==> config.mk <==
export PLATFORM = sky130hd
export DESIGN_NAME = recent_addr_buffer
export DESIGN_NICKNAME = d
export VERILOG_FILES = /design/src/rtl/rab_pkg.sv /design/src/rtl/rab_cam.sv /design/src/rtl/rab_lru.sv /design/src/rtl/rab_bank.sv /design/src/rtl/recent_addr_buffer.sv
export SDC_FILE = /design/constraint.sdc
export NUM_CORES = 2
export LEC_CHECK = 0
export BUFFER_PORTS_ARGS = -buffer_cell sky130_fd_sc_hd__buf_2
export CORE_ASPECT_RATIO = 1.1
export CORE_UTILIZATION = 25
export CTS_BUF_LIST = sky130_fd_sc_hd__clkbuf_4 sky130_fd_sc_hd__clkbuf_8 sky130_fd_sc_hd__clkbuf_16
export CTS_CLUSTER_SIZE = 10
export DETAILED_ROUTE_END_ITERATION = 8
export SLEW_MARGIN = 30
export SYNTH_ARGS = -nofsm -noshare
export SYNTH_HDL_FRONTEND = slang
export SYNTH_SLANG_ARGS = --single-unit
==> constraint.sdc <==
create_clock -name clk -period 5.6 [get_ports clk]
set_clock_uncertainty 0.2 [all_clocks]
set_input_delay 0.84 -clock clk [delete_from_list [all_inputs] [get_ports clk]]
set_output_delay 0.84 -clock clk [all_outputs]
set_load 0.03 [all_outputs]
==> src/rtl/rab_pkg.sv <==
package rab_pkg;
   // Which event owns the recency update of a bank in a cycle.
   typedef enum logic [1:0] {
      TOUCH_NONE   = 2'd0,
      TOUCH_LOOKUP = 2'd1,
      TOUCH_FILL   = 2'd2
   } touch_src_e;
endpackage

==> src/rtl/rab_cam.sv <==
// Parallel equality compare of one probe key against every stored key.
module rab_cam #(
   parameter int unsigned N     = 8,
   parameter int unsigned KEY_W = 8
) (
   input  logic [N-1:0]       live_i,
   input  logic [N*KEY_W-1:0] keys_i,
   input  logic [KEY_W-1:0]   probe_i,
   output logic [N-1:0]       match_o
);
   for (genvar i = 0; i < N; i++) begin : g_cmp
      assign match_o[i] = live_i[i] && (keys_i[i*KEY_W +: KEY_W] == probe_i);
   end
endmodule

==> src/rtl/rab_lru.sv <==
// True LRU by per-entry age; ages form a permutation of 0..N-1.
module rab_lru #(
   parameter int unsigned N     = 8,
   parameter int unsigned IDX_W = 3
) (
   input  logic             clk,
   input  logic             rst_n,
   input  logic             touch_i,
   input  logic [IDX_W-1:0] touch_idx_i,
   output logic [IDX_W-1:0] oldest_o
);
   logic [IDX_W-1:0] age_q [N];
   logic [IDX_W-1:0] ref_age;

   assign ref_age = age_q[touch_idx_i];

   always_ff @(posedge clk or negedge rst_n) begin
      if (!rst_n) begin
         for (int i = 0; i < N; i++) age_q[i] <= IDX_W'(i);
      end else if (touch_i) begin
         for (int i = 0; i < N; i++) begin
            if (IDX_W'(i) == touch_idx_i)  age_q[i] <= '0;
            else if (age_q[i] < ref_age)   age_q[i] <= age_q[i] + 1'b1;
         end
      end
   end

   always_comb begin
      oldest_o = '0;
      for (int i = 0; i < N; i++)
         if (age_q[i] == IDX_W'(N - 1)) oldest_o = IDX_W'(i);
   end
endmodule

==> src/rtl/rab_bank.sv <==
// One bank: entry storage, three compare planes, victim choice, recency.
module rab_bank
   import rab_pkg::*;
#(
   parameter int unsigned TAG_W = 20,
   parameter int unsigned SET_W = 7,
   parameter int unsigned WAY_W = 2,
   parameter int unsigned N     = 8,
   parameter int unsigned IDX_W = 3
) (
   input  logic             clk,
   input  logic             rst_n,
   input  logic             lk_req_i,
   input  logic [TAG_W-1:0] lk_tag_i,
   input  logic [SET_W-1:0] lk_set_i,
   input  logic             fill_en_i,
   input  logic [TAG_W-1:0] fill_tag_i,
   input  logic [SET_W-1:0] fill_set_i,
   input  logic [WAY_W-1:0] fill_way_i,
   input  logic             ev_en_i,
   input  logic [SET_W-1:0] ev_set_i,
   input  logic [WAY_W-1:0] ev_way_i,
   output logic             lk_hit_o,
   output logic [WAY_W-1:0] lk_way_o
);
   localparam int unsigned KEY_W = TAG_W + SET_W;
   localparam int unsigned LOC_W = SET_W + WAY_W;

   logic [N-1:0]       valid_q;
   logic [N*KEY_W-1:0] key_q;     // {tag, set} per entry
   logic [N*WAY_W-1:0] way_q;
   logic [N*LOC_W-1:0] loc;       // {set, way} per entry

   logic [N-1:0] lk_match, ev_match, fill_match;
   logic [N-1:0] kill, survive, lk_live;
   logic [IDX_W-1:0] lk_idx, fill_idx, oldest_idx, touch_idx;
   touch_src_e touch_src;

   for (genvar i = 0; i < N; i++) begin : g_loc
      assign loc[i*LOC_W +: LOC_W] = {key_q[i*KEY_W +: SET_W], way_q[i*WAY_W +: WAY_W]};
   end

   rab_cam #(.N(N), .KEY_W(KEY_W)) u_lk_cam (
      .live_i(valid_q), .keys_i(key_q), .probe_i({lk_tag_i, lk_set_i}), .match_o(lk_match));

   rab_cam #(.N(N), .KEY_W(LOC_W)) u_ev_cam (
      .live_i(valid_q), .keys_i(loc), .probe_i({ev_set_i, ev_way_i}), .match_o(ev_match));

   assign kill    = ev_match & {N{ev_en_i}};
   assign survive = valid_q & ~kill;
   assign lk_live = lk_match & ~kill;

   rab_cam #(.N(N), .KEY_W(KEY_W)) u_fill_cam (
      .live_i(survive), .keys_i(key_q), .probe_i({fill_tag_i, fill_set_i}), .match_o(fill_match));

   always_comb begin
      lk_way_o = '0;
      lk_idx   = '0;
      for (int i = 0; i < N; i++) begin
         if (lk_live[i]) begin
            lk_way_o = lk_way_o | way_q[i*WAY_W +: WAY_W];
            lk_idx   = lk_idx | IDX_W'(i);
         end
      end
   end
   assign lk_hit_o = |lk_live;

   always_comb begin
      fill_idx = oldest_idx;
      if (|fill_match) begin
         for (int i = 0; i < N; i++)
            if (fill_match[i]) fill_idx = IDX_W'(i);
      end else if (|(~survive)) begin
         for (int i = int'(N) - 1; i >= 0; i--)
            if (!survive[i]) fill_idx = IDX_W'(i);
      end
   end

   always_comb begin
      if (fill_en_i)                 touch_src = TOUCH_FILL;
      else if (lk_req_i && lk_hit_o) touch_src = TOUCH_LOOKUP;
      else                           touch_src = TOUCH_NONE;
   end
   assign touch_idx = (touch_src == TOUCH_FILL) ? fill_idx : lk_idx;

   rab_lru #(.N(N), .IDX_W(IDX_W)) u_lru (
      .clk(clk), .rst_n(rst_n), .touch_i(touch_src != TOUCH_NONE),
      .touch_idx_i(touch_idx), .oldest_o(oldest_idx));

   always_ff @(posedge clk or negedge rst_n) begin
      if (!rst_n) begin
         valid_q <= '0;
         key_q   <= '0;
         way_q   <= '0;
      end else begin
         valid_q <= survive;
         if (fill_en_i) begin
            valid_q[fill_idx]                  <= 1'b1;
            key_q[fill_idx*KEY_W +: KEY_W]     <= {fill_tag_i, fill_set_i};
            way_q[fill_idx*WAY_W +: WAY_W]     <= fill_way_i;
         end
      end
   end
endmodule

==> src/rtl/recent_addr_buffer.sv <==
module recent_addr_buffer #(
   parameter int unsigned TAG_W   = 20,
   parameter int unsigned SET_W   = 7,
   parameter int unsigned WAYS    = 4,
   parameter int unsigned ENTRIES = 8,
   parameter int unsigned BANKS   = 2,
   localparam int unsigned WAY_W  = $clog2(WAYS),
   localparam int unsigned BANK_W = $clog2(BANKS),
   localparam int unsigned IDX_W  = $clog2(ENTRIES)
) (
   input  logic              clk,
   input  logic              rst_n,
   input  logic              req_valid,
   input  logic [BANK_W-1:0] req_bank,
   input  logic [TAG_W-1:0]  req_tag,
   input  logic [SET_W-1:0]  req_set,
   input  logic              fill_valid,
   input  logic [BANK_W-1:0] fill_bank,
   input  logic [TAG_W-1:0]  fill_tag,
   input  logic [SET_W-1:0]  fill_set,
   input  logic [WAY_W-1:0]  fill_way,
   input  logic              evict_valid,
   input  logic [BANK_W-1:0] evict_bank,
   input  logic [SET_W-1:0]  evict_set,
   input  logic [WAY_W-1:0]  evict_way,
   output logic              hit,
   output logic [WAY_W-1:0]  way_id,
   output logic              tag_lookup_suppress,
   output logic [WAYS-1:0]   data_way_en
);
   if (ENTRIES < 2 || (ENTRIES & (ENTRIES - 1)) != 0) begin : g_bad_entries
      $error("ENTRIES must be a power of two and at least 2");
   end
   if (BANKS < 2) begin : g_bad_banks
      $error("BANKS must be at least 2");
   end
   if (WAYS < 2) begin : g_bad_ways
      $error("WAYS must be at least 2");
   end
   if (TAG_W < 1 || SET_W < 1) begin : g_bad_key
      $error("TAG_W and SET_W must be at least 1");
   end

   logic [BANKS-1:0] bank_hit;
   logic [WAY_W-1:0] bank_way [BANKS];
   logic             sel_hit;
   logic [WAY_W-1:0] sel_way;
   logic             hit_q;
   logic [WAY_W-1:0] way_q;

   for (genvar b = 0; b < BANKS; b++) begin : g_bank
      rab_bank #(
         .TAG_W(TAG_W), .SET_W(SET_W), .WAY_W(WAY_W), .N(ENTRIES), .IDX_W(IDX_W)
      ) u_bank (
         .clk        (clk),
         .rst_n      (rst_n),
         .lk_req_i   (req_valid && (req_bank == BANK_W'(b))),
         .lk_tag_i   (req_tag),
         .lk_set_i   (req_set),
         .fill_en_i  (fill_valid && (fill_bank == BANK_W'(b))),
         .fill_tag_i (fill_tag),
         .fill_set_i (fill_set),
         .fill_way_i (fill_way),
         .ev_en_i    (evict_valid && (evict_bank == BANK_W'(b))),
         .ev_set_i   (evict_set),
         .ev_way_i   (evict_way),
         .lk_hit_o   (bank_hit[b]),
         .lk_way_o   (bank_way[b])
      );
   end

   always_comb begin
      sel_hit = 1'b0;
      sel_way = '0;
      for (int b = 0; b < BANKS; b++) begin
         if (req_valid && req_bank == BANK_W'(b)) begin
            sel_hit = bank_hit[b];
            sel_way = bank_way[b];
         end
      end
   end

   always_ff @(posedge clk or negedge rst_n) begin
      if (!rst_n) begin
         hit_q <= 1'b0;
         way_q <= '0;
      end else begin
         hit_q <= sel_hit;
         way_q <= sel_hit ? sel_way : '0;
      end
   end

   assign hit                 = hit_q;
   assign tag_lookup_suppress = hit_q;
   assign way_id              = way_q;
   assign data_way_en         = hit_q ? (WAYS'(1) << way_q) : '1;
endmodule

==> run summary <==
Maxcap violations -> 0
Iteration-0 DRC Markers -> 3,059
Antenna violations before repair -> 8
Fin util -> 30.3%
Unrepaired setup endpoints after global routing -> false
Seq cells post-synth -> 531
Largest net degree at the start of global routing -> 113
Post-Syn Area -> 35,100 sq um
Post-DP HPWL -> 106,000 um
CP most frequent cell -> a21oi_1
CP cell instances -> xor2_1 -> nor4_1 -> nand2_1 -> or4_1 -> a21oi_1 -> o21ai_0 -> a21oi_1 -> o22ai_4 -> mux2i_4 -> buf_4 -> nor2_1 -> a211oi_1 -> a21oi_1 -> buf_4 -> ha_1 -> or3_1 -> o32ai_1 -> a21oi_1 -> o32ai_1
I/O Pins -> 81
Critical Path AT -> 5.49 ns
Slew Viols, Final -> 0
Clock Tree Buf Depth -> 3
GRT busiest layer -> met2
Yosys warns -> 0
# rows -> 143
Clock share of power -> 18.6%
Worst path bufs/invs -> 2
Final hold violations -> 0
Final setup margin -> 0.452 ns
Die H -> 395 um
Layout fillers -> 14,300
Combinational fraction of design power -> 46.7%
Sw Pwr -> 10.1 mW
CP Class -> register to register
Worst stage delay on the critical path -> 0.61 ns
CP top delay family -> simple AND/OR/NAND/NOR gates
Buffers on Ports -> 80
Crit start category -> register
Status -> finished clean
Residual DRC count -> 0
Hold slack -> 0.299 ns
GRT Resource Usage Total -> 19.7%
GR Overflow Total -> 0
Initial Util -> 25.3%
EDFF count, synth -> 0
Part of the power in registers -> 34.7%
H-Tree Level Count -> 3
Period minus WS final -> 5.15 ns
PwrDens -> 534 nW/um^2
Vias in the first global route -> 30,300
Seq/Total Area, Yosys -> 38.0%
# nets final -> 4,125
Drt pass-1 iters -> 6
Synth unique cells -> 88
Net Sw Frac -> 45.0%
Most used DFF post-synth -> dfrtp_1
LEAKAGE -> 18.8 nW
Worst slew margin -> 32.6%
Area of the core -> 139,000 sq um
Clock-pin slew of the registers on the worst-case setup and hold paths -> 0.06 ns
Clk_lat worst skew -> 0.66 ns
Final setup fails -> 0
# Post-CTS Setup Buffers -> 0
CTS Buf Count -> 66
Top cells by area, synth -> dfrtp_1 (36%), xor2_1 (20%), nand2_1 (6.1%)
Layout cell share with drive strength beyond 1 -> 19.1%
Routing usage on met2 -> 32.6%
Crit path max-delay cell type -> or4_1
Syn avg cell area -> 9.34 sq um
Multi-input gate area in the final layout -> 20,400 sq um
CTS tree -> done
Routed Wire Length -> 142,000 um
Global routing met1 resource utilization -> 23.9%
FFs w/ async S/R, synth -> 100%
Syn nets -> 3,888
Period utilization -> 91.9%
Reg area -> 13,300 sq um
Cell taking the most area after synthesis -> dfrtp_1
Worst-Margin Slew -> 1.00 ns
Req. time, crit path -> 5.94 ns
Antenna-violating nets left -> 0
Area share of the largest cell type after synthesis -> 36.2%
Fmax achieved -> 194 MHz
Type of the worst min-delay path -> register to register
Placement Setup Slack -> -0.113 ns
Die width -> 359 um
Root buffer cell -> clkbuf_16
DR WL/cell -> 24.3 um
First-pass GRT wire length -> 207,000 um
Clk sinks -> 531
Cell internal pwr -> 12.3 mW
RePlAce Congestion -> 0.986
DR vias/cell -> 5.11
Worst setup EP type -> register
Crit path max fanout -> 6
Die area -> 142,000 sq um
Maximum vdd drop -> 0.000524 V
Met3 Use GR -> 3.38%
Routed via count -> 29,800
Synth Instances -> 3,759
Syn-to-layout area delta -> 19.7%
-- sequential cells by signal, summed over array words and instances, names as in the netlist --
signal                     flops
way_id                         2
g_bank.u_bank.way_q           32
hit                            1
g_bank.u_bank.u_lru.age_q     48
g_bank.u_bank.valid_q         16
g_bank.u_bank.key_q          432
-- power groups by stage --
| stage | Clock, mW | Combinational (mW) | Sequential [mW] |
|---|---|---|---|
| 2_1_floorplan | 0 | 6.98 | 6.94 |
| 3_3_place_gp | 0 | 10.2 | 7.77 |
| 3_5_place_dp | 0 | 10.3 | 7.80 |
| 4_1_cts | 4.23 | 10.4 | 7.74 |
| 5_1_grt | 4.38 | 11.5 | 7.94 |
| 6_report | 4.16 | 10.5 | 7.79 |
-- final timing paths --
kind / cells after the start / slack [ns] / startpoint / endpoint
max in group asynchronous: 3 / 3.28 / rst_n / g_bank[0].u_bank.key_q[178]
worst min register to register: 2 / 0.30 / g_bank[0].u_bank.u_lru.age_q[2] / g_bank[0].u_bank.u_lru.age_q[2]
worst max register to register: 19 / 0.45 / g_bank[1].u_bank.key_q[41] / g_bank[1].u_bank.u_lru.age_q[12]
min in group asynchronous: 2 / 0.56 / rst_n / way_id[1]
worst min-delay path: 2 / 0.30 / g_bank[0].u_bank.u_lru.age_q[2] / g_bank[0].u_bank.u_lru.age_q[2]
worst max-delay path: 19 / 0.45 / g_bank[1].u_bank.key_q[41] / g_bank[1].u_bank.u_lru.age_q[12]
-- final cells by class --
class | count | share of cell area (%)
multi-input combinational | 2926 | 48.6
sequential | 531 | 31.7
timing repair buffer | 428 | 9.11
tap | 1812 | 5.40
clock buffer | 87 | 4.48
inverter | 43 | 0.390
clock inverter | 9 | 0.334
antenna | 3 | 0.0179
-- metal layers --
| layer | up-vias | share of wire (%) |
|---|---|---|
| met3 | 410 | 7.5 |
| met2 | 1351 | 47 |
| li1 | 13300 | - |
| met4 | 2 | 6.3 |
| met1 | 14800 | 39 |
| met5 | - | 0.0092 |
-- metrics by stage --
stage / power [mW] / setup TNS [ns] / instance area [sq um] / std cells
5_1_grt: 23.8 / 0 / 42000 / 5839
6_report: 22.4 / 0 / 42000 / 5839
3_5_place_dp: 18.1 / -1.43 / 40000 / 5739
2_1_floorplan: 13.9 / 0 / 35100 / 3759
4_1_cts: 22.4 / 0 / 42000 / 5836
3_3_place_gp: 18.0 / -0.812 / 40000 / 5739
-- synthesized netlist by cell type (all sizes together), types with 43 or more instances --
| master | n |
|---|---|
| ha | 56 |
| nor4 | 192 |
| mux2 | 146 |
| buf | 113 |
| nand3 | 62 |
| xnor2 | 198 |
| dfrtp | 507 |
| nor3 | 66 |
| nand4 | 79 |
| nand2 | 574 |
| o21ai | 367 |
| xor2 | 810 |
| clkbuf | 146 |
| nor2 | 78 |
| inv | 43 |
-- kinds of logic (layout without fill, tap and decap cells) --
family	count (synthesis)	after routing	share of synthesized area (%)
buffers and inverters	302	567	4.02
xor gates and xnor gates	1008	1008	25.2
and+or+nand+nor	1142	1142	15.4
other	0	3	0
AOI/OAI and AO/OA	544	544	9.84
muxes	167	167	5.38
adders and majority gates	65	65	2.28
DFF	531	531	38.0
-- tightest hold or removal path, cell delays in order, from the launching register on --
cell       delay, ns
dfstp_2         0.39
inv_1           0.05
o2bb2ai_1       0.05
-- cells in the final DEF, fill, tap and decap left out, drive strengths merged, types with 56 or more instances in the layout --
master | Yosys | final
nor2 | 78 | 78
o21ai | 367 | 367
nor3 | 66 | 66
buf | 113 | 427
mux2 | 146 | 146
ha | 56 | 56
dfrtp | 507 | 507
nand2 | 574 | 574
clkbuf | 146 | 87
nand4 | 79 | 79
xnor2 | 198 | 198
nand3 | 62 | 62
nor4 | 192 | 192
xor2 | 810 | 810
-- repair_timing --
item,CTS,global route
resized for setup,0,0
hold endpoints to repair,8,0
hold buffers,1,0
Note: power is estimated with default switching activity, not from simulation.
